### config.mk
export PLATFORM = sky130hd
export DESIGN_NAME = spec_xlate_unit
export DESIGN_NICKNAME = d
export VERILOG_FILES = /design/src/rtl/sit_pkg.sv /design/src/rtl/sit_key_hash.sv /design/src/rtl/sit_event_counter.sv /design/src/rtl/spec_xlate_unit.sv
export SDC_FILE = /design/constraint.sdc
export NUM_CORES = 1
export LEC_CHECK = 0
export ABC_AREA = 1
export CORE_UTILIZATION = 50
export DETAILED_ROUTE_END_ITERATION = 10
export PLACE_DENSITY = 0.84
export REMOVE_ABC_BUFFERS = 1
export SYNTH_ARGS = -nofsm -noshare
export SYNTH_HDL_FRONTEND = slang
export SYNTH_SLANG_ARGS = --single-unit
### constraint.sdc
create_clock -name clk -period 4.65 [get_ports clk]
set_input_delay 0.465 -clock clk [delete_from_list [all_inputs] [get_ports clk]]
set_output_delay 0.465 -clock clk [all_outputs]
set_load 0.05 [all_outputs]
### src/rtl/sit_pkg.sv
package sit_pkg;
    typedef enum logic [1:0] {
        ST_IDLE      = 2'd0,
        ST_LOOKUP    = 2'd1,
        ST_WAIT_WALK = 2'd2,
        ST_RESOLVE   = 2'd3
    } sit_state_e;
endpackage

### src/rtl/sit_key_hash.sv
// Folds VM id and process id into the low VPN bits to form the table index,
// and forms the full lookup key used as the tag.
module sit_key_hash #(
    parameter int VMID_W = 4,
    parameter int PID_W  = 8,
    parameter int VPN_W  = 20,
    parameter int IDX_W  = 6,
    localparam int KEY_W = VMID_W + PID_W + VPN_W
) (
    input  logic [VMID_W-1:0] vmid,
    input  logic [PID_W-1:0]  pid,
    input  logic [VPN_W-1:0]  vpn,
    output logic [IDX_W-1:0]  idx,
    output logic [KEY_W-1:0]  key
);
    logic [IDX_W-1:0] vm_fold;
    logic [IDX_W-1:0] pid_fold;

    for (genvar i = 0; i < IDX_W; i++) begin : g_fold
        if (i < VMID_W) begin : g_vm
            assign vm_fold[i] = vmid[i];
        end else begin : g_vm_zero
            assign vm_fold[i] = 1'b0;
        end
        if (i < PID_W) begin : g_pid
            assign pid_fold[i] = pid[i];
        end else begin : g_pid_zero
            assign pid_fold[i] = 1'b0;
        end
    end

    assign idx = vpn[IDX_W-1:0] ^ vm_fold ^ pid_fold;
    assign key = {vmid, pid, vpn};
endmodule

### src/rtl/sit_event_counter.sv
module sit_event_counter #(
    parameter int W = 16
) (
    input  logic         clk,
    input  logic         rst_n,
    input  logic         inc,
    output logic [W-1:0] count
);
    always_ff @(posedge clk) begin
        if (!rst_n) begin
            count <= '0;
        end else if (inc) begin
            count <= count + W'(1);
        end
    end
endmodule

### src/rtl/spec_xlate_unit.sv
module spec_xlate_unit
    import sit_pkg::*;
#(
    parameter int VMID_W = 4,
    parameter int PID_W  = 8,
    parameter int VPN_W  = 20,
    parameter int IDX_W  = 6,
    parameter int SFN_W  = 16,
    parameter int CNT_W  = 16,
    localparam int KEY_W = VMID_W + PID_W + VPN_W
) (
    input  logic              clk,
    input  logic              rst_n,
    input  logic              req_valid,
    output logic              req_ready,
    input  logic [VMID_W-1:0] req_vmid,
    input  logic [PID_W-1:0]  req_pid,
    input  logic [VPN_W-1:0]  req_vpn,
    output logic              tbl_rd_en,
    output logic [IDX_W-1:0]  tbl_rd_idx,
    input  logic              tbl_rd_entry_valid,
    input  logic [KEY_W-1:0]  tbl_rd_tag,
    input  logic [SFN_W-1:0]  tbl_rd_sfn,
    output logic              walk_start,
    output logic [KEY_W-1:0]  walk_key,
    input  logic              walk_done,
    input  logic              walk_fault,
    input  logic [SFN_W-1:0]  walk_sfn,
    output logic              spec_valid,
    output logic [SFN_W-1:0]  spec_sfn,
    output logic              done_valid,
    output logic              done_squash,
    output logic              done_fault,
    output logic [SFN_W-1:0]  done_sfn,
    output logic [CNT_W-1:0]  spec_count,
    output logic [CNT_W-1:0]  misspec_count
);
    sit_state_e state_q, state_d;

    logic [KEY_W-1:0] key_now;
    logic [KEY_W-1:0] key_q;
    logic             hit;
    logic             spec_hit_q;
    logic [SFN_W-1:0] spec_sfn_q;
    logic             wfault_q;
    logic [SFN_W-1:0] wsfn_q;
    logic             accept;
    logic             walk_seen;
    logic             frame_differs;
    logic             misspec_inc;

    sit_key_hash #(
        .VMID_W(VMID_W), .PID_W(PID_W), .VPN_W(VPN_W), .IDX_W(IDX_W)
    ) u_hash (
        .vmid (req_vmid),
        .pid  (req_pid),
        .vpn  (req_vpn),
        .idx  (tbl_rd_idx),
        .key  (key_now)
    );

    assign accept    = (state_q == ST_IDLE) && req_valid;
    assign hit       = (state_q == ST_LOOKUP) && tbl_rd_entry_valid && (tbl_rd_tag == key_q);
    assign walk_seen = walk_done && ((state_q == ST_LOOKUP) || (state_q == ST_WAIT_WALK));
    assign frame_differs = spec_hit_q && (spec_sfn_q != wsfn_q);
    assign misspec_inc   = (state_q == ST_RESOLVE) && frame_differs && !wfault_q;

    // Next-state logic
    always_comb begin
        state_d = state_q;
        unique case (state_q)
            ST_IDLE:      if (req_valid) state_d = ST_LOOKUP;
            ST_LOOKUP:    state_d = walk_done ? ST_RESOLVE : ST_WAIT_WALK;
            ST_WAIT_WALK: if (walk_done) state_d = ST_RESOLVE;
            ST_RESOLVE:   state_d = ST_IDLE;
            default:      state_d = ST_IDLE;
        endcase
    end

    // State register
    always_ff @(posedge clk) begin
        if (!rst_n) state_q <= ST_IDLE;
        else        state_q <= state_d;
    end

    // Captured request and results
    always_ff @(posedge clk) begin
        if (!rst_n) begin
            key_q      <= '0;
            spec_hit_q <= 1'b0;
            spec_sfn_q <= '0;
            wfault_q   <= 1'b0;
            wsfn_q     <= '0;
        end else begin
            if (accept) begin
                key_q      <= key_now;
                spec_hit_q <= 1'b0;
            end
            if (state_q == ST_LOOKUP) begin
                spec_hit_q <= hit;
                spec_sfn_q <= tbl_rd_sfn;
            end
            if (walk_seen) begin
                wfault_q <= walk_fault;
                wsfn_q   <= walk_sfn;
            end
        end
    end

    // Outputs
    always_comb begin
        req_ready   = 1'b0;
        tbl_rd_en   = 1'b0;
        walk_start  = 1'b0;
        walk_key    = key_now;
        spec_valid  = 1'b0;
        spec_sfn    = '0;
        done_valid  = 1'b0;
        done_squash = 1'b0;
        done_fault  = 1'b0;
        done_sfn    = '0;
        unique case (state_q)
            ST_IDLE: begin
                req_ready  = 1'b1;
                tbl_rd_en  = req_valid;
                walk_start = req_valid;
            end
            ST_LOOKUP: begin
                spec_valid = hit;
                spec_sfn   = hit ? tbl_rd_sfn : '0;
            end
            ST_WAIT_WALK: begin
            end
            ST_RESOLVE: begin
                done_valid  = 1'b1;
                done_squash = wfault_q || frame_differs;
                done_fault  = wfault_q;
                done_sfn    = wsfn_q;
            end
            default: begin
            end
        endcase
    end

    sit_event_counter #(.W(CNT_W)) u_spec_cnt (
        .clk(clk), .rst_n(rst_n), .inc(hit), .count(spec_count)
    );
    sit_event_counter #(.W(CNT_W)) u_miss_cnt (
        .clk(clk), .rst_n(rst_n), .inc(misspec_inc), .count(misspec_count)
    );

    // Assertions
    p_single_outstanding_r2: assert property (@(posedge clk) disable iff (!rst_n)
        walk_start |=> !req_ready);
    p_spec_after_start_r3: assert property (@(posedge clk) disable iff (!rst_n)
        spec_valid |-> $past(walk_start));
    p_outcome_after_walk_r5: assert property (@(posedge clk) disable iff (!rst_n)
        done_valid |-> $past(walk_done));
    p_ready_after_outcome_r5: assert property (@(posedge clk) disable iff (!rst_n)
        done_valid |=> (req_ready && !done_valid));
    p_fault_is_squash_r9: assert property (@(posedge clk) disable iff (!rst_n)
        done_fault |-> (done_valid && done_squash));
    p_spec_count_step_r10: assert property (@(posedge clk) disable iff (!rst_n)
        spec_valid |=> (spec_count == $past(spec_count) + CNT_W'(1)));
    p_fault_not_misspec_r10: assert property (@(posedge clk) disable iff (!rst_n)
        done_fault |=> $stable(misspec_count));
endmodule

==> results.toml, run 1 <==
[cells_and_area]
fillers = 1082
drive_gt1_frac = 0.0428
synthToLayoutAreaGrowth_pct = 35.9
fin_nets = 1248
layout_commonest_cell = "nand2_1"
diodes = 0
final_util = 0.695
final_area_sq_um = 8340
final_cell_mix = "nand2_1, clkdlybuf4s50_1, nor2_1"

[grt]
grt_use_total = 0.271
grt_pass1_vias = 5947
grt_pass1_wl_um = 27900
grt_max_degree = 64
antenna_found_initial = 0
overflow = 0

[synthesis]
synth-seq-cells = 100
yosysSeqAreaShare = 0.326
netlist.area_leader.share = 0.326
syn_area_per_cell_sq_um = 6.26
synth_cell_type_count = 27
synthCells = 981
synth_area_sq_um = 6140
yosysWarnings = 0
synth_area_leader_cell = "dfxtp_1"
synth_area_leaders = "dfxtp_1, nand2_1, nor2_1, inv_1, a21oi_1"

[routing]
via_count = 6484
drc = 0
wl_met1_um = 7390
wl_per_cell_um = 13.1
wl_met3_um = 940
wl_um = 16900
first_pass_iters = 5
antenna_left = 0
wl_met2_um = 8250
routed_via_density = 5.02
top_layer_used = "met4"
drt-initial-drc-count = 460

[placed_design]
pre_cts_slack_ns = 1.21
placed_area_sq_um = 8060
io_buffer_count = 210
globalplace.congestion = 0.930
hpwl_um = 12800

[sta]
drv_slew = 0
max_slew.worst_pin.slew_ns = 0.816
final_hold_viol_count = 0
max_freq_mhz = 270
finalSetupViolations = 0
period_share = 0.795
fin_skew_ns = 0.00703
rsz0062_at_grt = "false"
slew-limit-headroom = 0.455
fin_crit_ns = 3.70
setup-tns-final_ns = 0
fin_ws_ns = 0.952

[power]
p_per_area_nw_per_um2 = 385
swShare = 0.407
peakVddDrop_mv = 0.381
p_leak_nw = 3.63
p_seq_frac = 0.364
clkPwrFrac = 0.230
share_comb_of_total_power = 0.406
p_int_w = 0.00190
switchingPower_w = 0.00131

[critical_path]
endpoint_kind = "output port"
endpoint = "spec_sfn[1]"
path_max_fanout = 19
critPathKind = "reg2out"
worstPathArrival_ns = 3.23
r2r-end = "u_miss_cnt.count[1]$_SDFFE_PN0P_"
r2r-start = "state_q[0]$_SDFFE_PN0P_"
startpoint = "state_q[1]$_SDFFE_PN0P_"
cp.required_ns = 4.18
r2r.worst_path.cells = 7
r2r_setup_slack_ns = 2.36
startpoint_type = "register"

[min_path]
hold_path_class = "reg2reg"

[cts]
postCtsSetupBuffers = 0
clkTransAtPathRegs_ns = 0.07
cts-htree-levels = 3
cts_tree = "done"
cts.root.buffer_cell = "clkbuf_16"
clock_path_buffers = 2
cts_sinks = 100
clk-insertion-delay-late_ns = 0.35
ctsHoldBuffers = 0
numCtsBuffers = 9
cts_resized = 0

[die]
boundaryPins = 211
rows = 40
dieArea_sq_um = 12700
start_util = 0.511
die_h_um = 113
die_w_um = 113
coreArea_sq_um = 12000

[run_status]
outcome = "complete, no violations"

[run]
maxCapViolations = 0
-- metrics by stage --
step | power (W) | cells | hold slack, ns
finish | 0.00321 | 1291 | 0.457
global route | 0.00343 | 1291 | 0.476
CTS | 0.00322 | 1291 | 0.459
detailed placement | 0.00248 | 1276 | 0.449
global placement | 0.00245 | 1276 | 0.443
floorplan | 0.00199 | 915 | 0.436
-- worst min path at each step --
stage	start	to	cells past startpoint
after floorplan	key_q[17]$_SDFFE_PN0P_	key_q[17]$_SDFFE_PN0P_	2
after global placement	key_q[20]$_SDFFE_PN0P_	key_q[20]$_SDFFE_PN0P_	2
after detailed placement	key_q[17]$_SDFFE_PN0P_	key_q[17]$_SDFFE_PN0P_	2
after CTS	key_q[17]$_SDFFE_PN0P_	key_q[17]$_SDFFE_PN0P_	2
after global routing	key_q[19]$_SDFFE_PN0P_	key_q[19]$_SDFFE_PN0P_	2
final	key_q[20]$_SDFFE_PN0P_	key_q[20]$_SDFFE_PN0P_	2
-- flip-flops by register name, indices dropped and copies added (netlist names) --
signal / count
spec_sfn_q: 16
wsfn_q: 16
u_spec_cnt.count: 16
wfault_q: 1
spec_hit_q: 1
u_miss_cnt.count: 16
state_q: 2
key_q: 32
-- per-layer routing --
layer,global-route usage,up-vias
li1,-,3334
met1,0.345,2912
met2,0.473,208
met3,0.0418,30
met4,0.0818,0
met5,0,-
-- synthesized netlist by cell type --
library cell  instances
nand2_2               3
a21oi_1              73
xor2_1               38
nor4_1                1
buf_6                 2
ha_1                  6
inv_1               121
inv_2                10
xnor2_1              14
buf_1                 1
dfxtp_1             100
nor3_2                2
nor3_1               14
o21ai_0              52
nand3_1              43
nor2_1              128
buf_4                35
clkbuf_1             24
buf_2                 4
nor2_2               14
nand4_1              23
nand3_2               1
clkinv_1              2
o22ai_1               1
nor2_4                1
nand3b_1              2
nand2_1             266
-- power by group through the flow --
stage                     Combinational (W)  Clock [W]  Sequential, W
after detailed placement            0.00129          0        0.00118
after CTS                           0.00130   0.000747        0.00117
after global routing                0.00145   0.000780        0.00119
final                               0.00130   0.000737        0.00117
after floorplan                    0.000835          0        0.00116
after global placement              0.00127          0        0.00118
-- kinds of logic after synthesis --
group / count (synthesis) / synth area share
adders and majority gates: 6 / 0.0122
buffers and inverters: 199 / 0.146
AOI/OAI and AO/OA: 126 / 0.103
xor gates and xnor gates: 52 / 0.0742
DFF: 100 / 0.326
and+or+nand+nor: 498 / 0.338
-- critical path, cell delays in order, from the launching register on --
cell             delay [ns]
dfxtp_1                0.33
inv_1                  0.12
ha_1                   0.16
buf_4                  0.24
nand2_2                0.07
inv_2                  0.26
nand3_1                0.13
nor3_2                 0.11
nand3_1                0.09
nor2_2                 0.20
inv_2                  0.20
nor2_1                 0.14
clkdlybuf4s50_1        0.81
-- layout make-up --
cell class | count | area (sq um) | area share
clock buffer | 11 | 233 | 0.0279
clock inverter | 4 | 51.3 | 0.00615
inverter | 133 | 499 | 0.0598
multi-input combinational | 682 | 3240 | 0.389
sequential | 100 | 2000 | 0.240
tap | 147 | 184 | 0.0220
timing repair buffer | 214 | 2130 | 0.256
(Power assumes the default switching activity.)
==> run 2, diff against run 1 <==
--- a/config.mk
+++ b/config.mk
@@ -6,9 +6,9 @@
 export NUM_CORES = 1
 export LEC_CHECK = 0
 export ABC_AREA = 1
-export CORE_UTILIZATION = 50
+export CORE_UTILIZATION = 42
 export DETAILED_ROUTE_END_ITERATION = 10
-export PLACE_DENSITY = 0.84
+export PLACE_DENSITY = 0.75
 export REMOVE_ABC_BUFFERS = 1
 export SYNTH_ARGS = -nofsm -noshare
 export SYNTH_HDL_FRONTEND = slang
==> constraint.sdc (replaced) <==
create_clock -name clk -period 3.2 [get_ports clk]
set_input_delay 0.32 -clock clk [delete_from_list [all_inputs] [get_ports clk]]
set_output_delay 0.32 -clock clk [all_outputs]
set_load 0.05 [all_outputs]
==> run 2 against run 1 <==
  * Combinational power is 48% higher
  * Non-clock buffer count is 4 higher
  * Final cell count is 2.9% higher
  * Count of clock-buffer cells in the layout stayed put
  * Register-to-register slack worse by 1.3 ns
  * Global-route usage is 3.6 points lower
  * Clock power is 51% higher
  * Critical endpoint is now spec_sfn[0]
  * Flip-flop and latch count stayed put
  * Core utilization is 8.6 points lower
  * Power is 47% higher
==> results.toml, run 2 (synthesis results as in run 1) <==
[die]
coreArea_sq_um = 14100
die_w_um = 123
boundaryPins = 211
dieArea_sq_um = 15100
start_util = 0.436
die_h_um = 123
rows = 43

[cells_and_area]
drive_gt1_frac = 0.0645
fillers = 1341
seq_area_sq_um = 2000
final_cell_mix = "nand2_1, clkdlybuf4s50_1, nor2_1"
top_register = "key_q"
largest_register_ffs = 32
layout.cells.non_filler = 1328
fin_nets = 1252
synthToLayoutAreaGrowth_pct = 39.8
multiInputGateArea_sq_um = 3240
diodes = 0
layout_commonest_cell = "nand2_1"

[critical_path]
startpoint_type = "register"
r2r.worst_path.cells = 6
r2r-end = "wsfn_q[8]$_SDFFE_PN0P_"
crit_slowest_cell = "dfxtp_1"
cp_num_buf_inv = 4
path_delay_family = "simple AND/OR/NAND/NOR gates"
r2r-start = "state_q[0]$_SDFFE_PN0P_"
cp.depth = 11
r2r_setup_slack_ns = 1.04
path_max_fanout = 17
critPathKind = "reg2out"
cp_cell_sequence = "inv_1 > ha_1 > nand2_2 > inv_2 > nand3_1 > nor3_2 > nand3_1 > nor2_2 > inv_2 > nor2_1 > buf_12"
max_stage_delay_ns = 0.33
worstPathArrival_ns = 2.53
endpoint_kind = "output port"
cp.required_ns = 2.88

[min_path]
min_from = "rst_n"
hold_path_class = "in2reg"
min_to = "key_q[9]$_SDFFE_PN0P_"
min_path_cells = 3

[grt]
grt_busiest_layer = "met2"
use_met2 = 0.400
grt_use_met1 = 0.291
antenna_found_initial = 0
met3_usage = 0.0554
grt_pass1_wl_um = 27600
grt_use_total = 0.235
grt_max_degree = 47
overflow = 0
grt_pass1_vias = 5864

[cts]
clock_path_buffers = 2
postCtsSetupBuffers = 0
clkTransAtPathRegs_ns = 0.07
cts_resized = 0
cts.root.buffer_cell = "clkbuf_16"
numCtsBuffers = 9
cts_tree = "done"
cts-htree-levels = 3
clk-insertion-delay-late_ns = 0.36
ctsHoldBuffers = 0
cts_sinks = 100

[routing]
via_count = 6509
drt-initial-drc-count = 503
antenna_left = 0
drc = 0
wl_um = 17300
first_pass_iters = 5
routed_via_density = 4.90
wl_per_cell_um = 13.1

[placed_design]
pre_cts_slack_ns = 0.536
dp_cells = 1313
hpwl_um = 13100
io_buffer_count = 210
globalplace.congestion = 0.902

[sta]
setup-tns-final_ns = 0
max_slew.worst_pin.slew_ns = 0.861
slew-limit-headroom = 0.425
final_hold_viol_count = 0
fin_crit_ns = 2.85
max_freq_mhz = 351
period_share = 0.890
rsz0062_at_grt = "false"
fin_ws_ns = 0.352
drv_slew = 0
whs_ns = 0.341
finalSetupViolations = 0
fin_skew_ns = 0.00652

[power]
p_leak_nw = 3.73
peakVddDrop_mv = 0.494
p_total_w = 0.00473
p_per_area_nw_per_um2 = 551

[run]
maxCapViolations = 0

[run_status]
outcome = "complete, no violations"
## run 2: layer usage
layer,up-vias,wire (um)
li1,3355,-
met2,210,8400
met4,0,298
met5,-,0
met3,22,1050
met1,2922,7580
## run 2: worst min-delay path: stages
cell     delay [ns]
buf_2          0.19
o21ai_0        0.10
a21oi_1        0.04
## run 2: through the flow
stage                     cell area [sq um]  utilization
final                                  8580        0.609
after global placement                 8290        0.588
after detailed placement               8290        0.588
after global routing                   8580        0.609
after floorplan                        5740            -
after CTS                              8580        0.609
## run 2: cell type report
type	count	share of cell area
multi-input cells	682	0.378
clock buffers	11	0.0283
well taps	180	0.0262
clock inverters	4	0.00583
repair buffers	218	0.271
flip-flops and latches	100	0.233
inverters	133	0.0582
## run 2: report_power, final
part	switching, W	internal (W)
logic	0.00125	0.000678
registers	0.000191	0.00150
clock network	0.000488	0.000622
## run 2: worst max path at each step
stage / startpoint / slack, ns / end
6_report: state_q[1]$_SDFFE_PN0P_ / 0.35 / spec_sfn[0]
5_1_grt: state_q[1]$_SDFFE_PN0P_ / 0.13 / spec_sfn[0]
4_1_cts: state_q[1]$_SDFFE_PN0P_ / 0.31 / spec_sfn[0]
3_5_place_dp: tbl_rd_entry_valid / 0.54 / spec_sfn[0]
3_3_place_gp: tbl_rd_entry_valid / 0.57 / spec_sfn[1]
2_1_floorplan: state_q[1]$_SDFFE_PN0P_ / -0.04 / spec_sfn[0]
==> run 3, diff against run 2 <==
--- a/config.mk
+++ b/config.mk
@@ -10,6 +10,7 @@
 export DETAILED_ROUTE_END_ITERATION = 10
 export PLACE_DENSITY = 0.75
 export REMOVE_ABC_BUFFERS = 1
+export SLEW_MARGIN = 20
 export SYNTH_ARGS = -nofsm -noshare
 export SYNTH_HDL_FRONTEND = slang
 export SYNTH_SLANG_ARGS = --single-unit
==> results of run 3 <==
The final DEF is identical to that of run 2; final timing and power are the same.
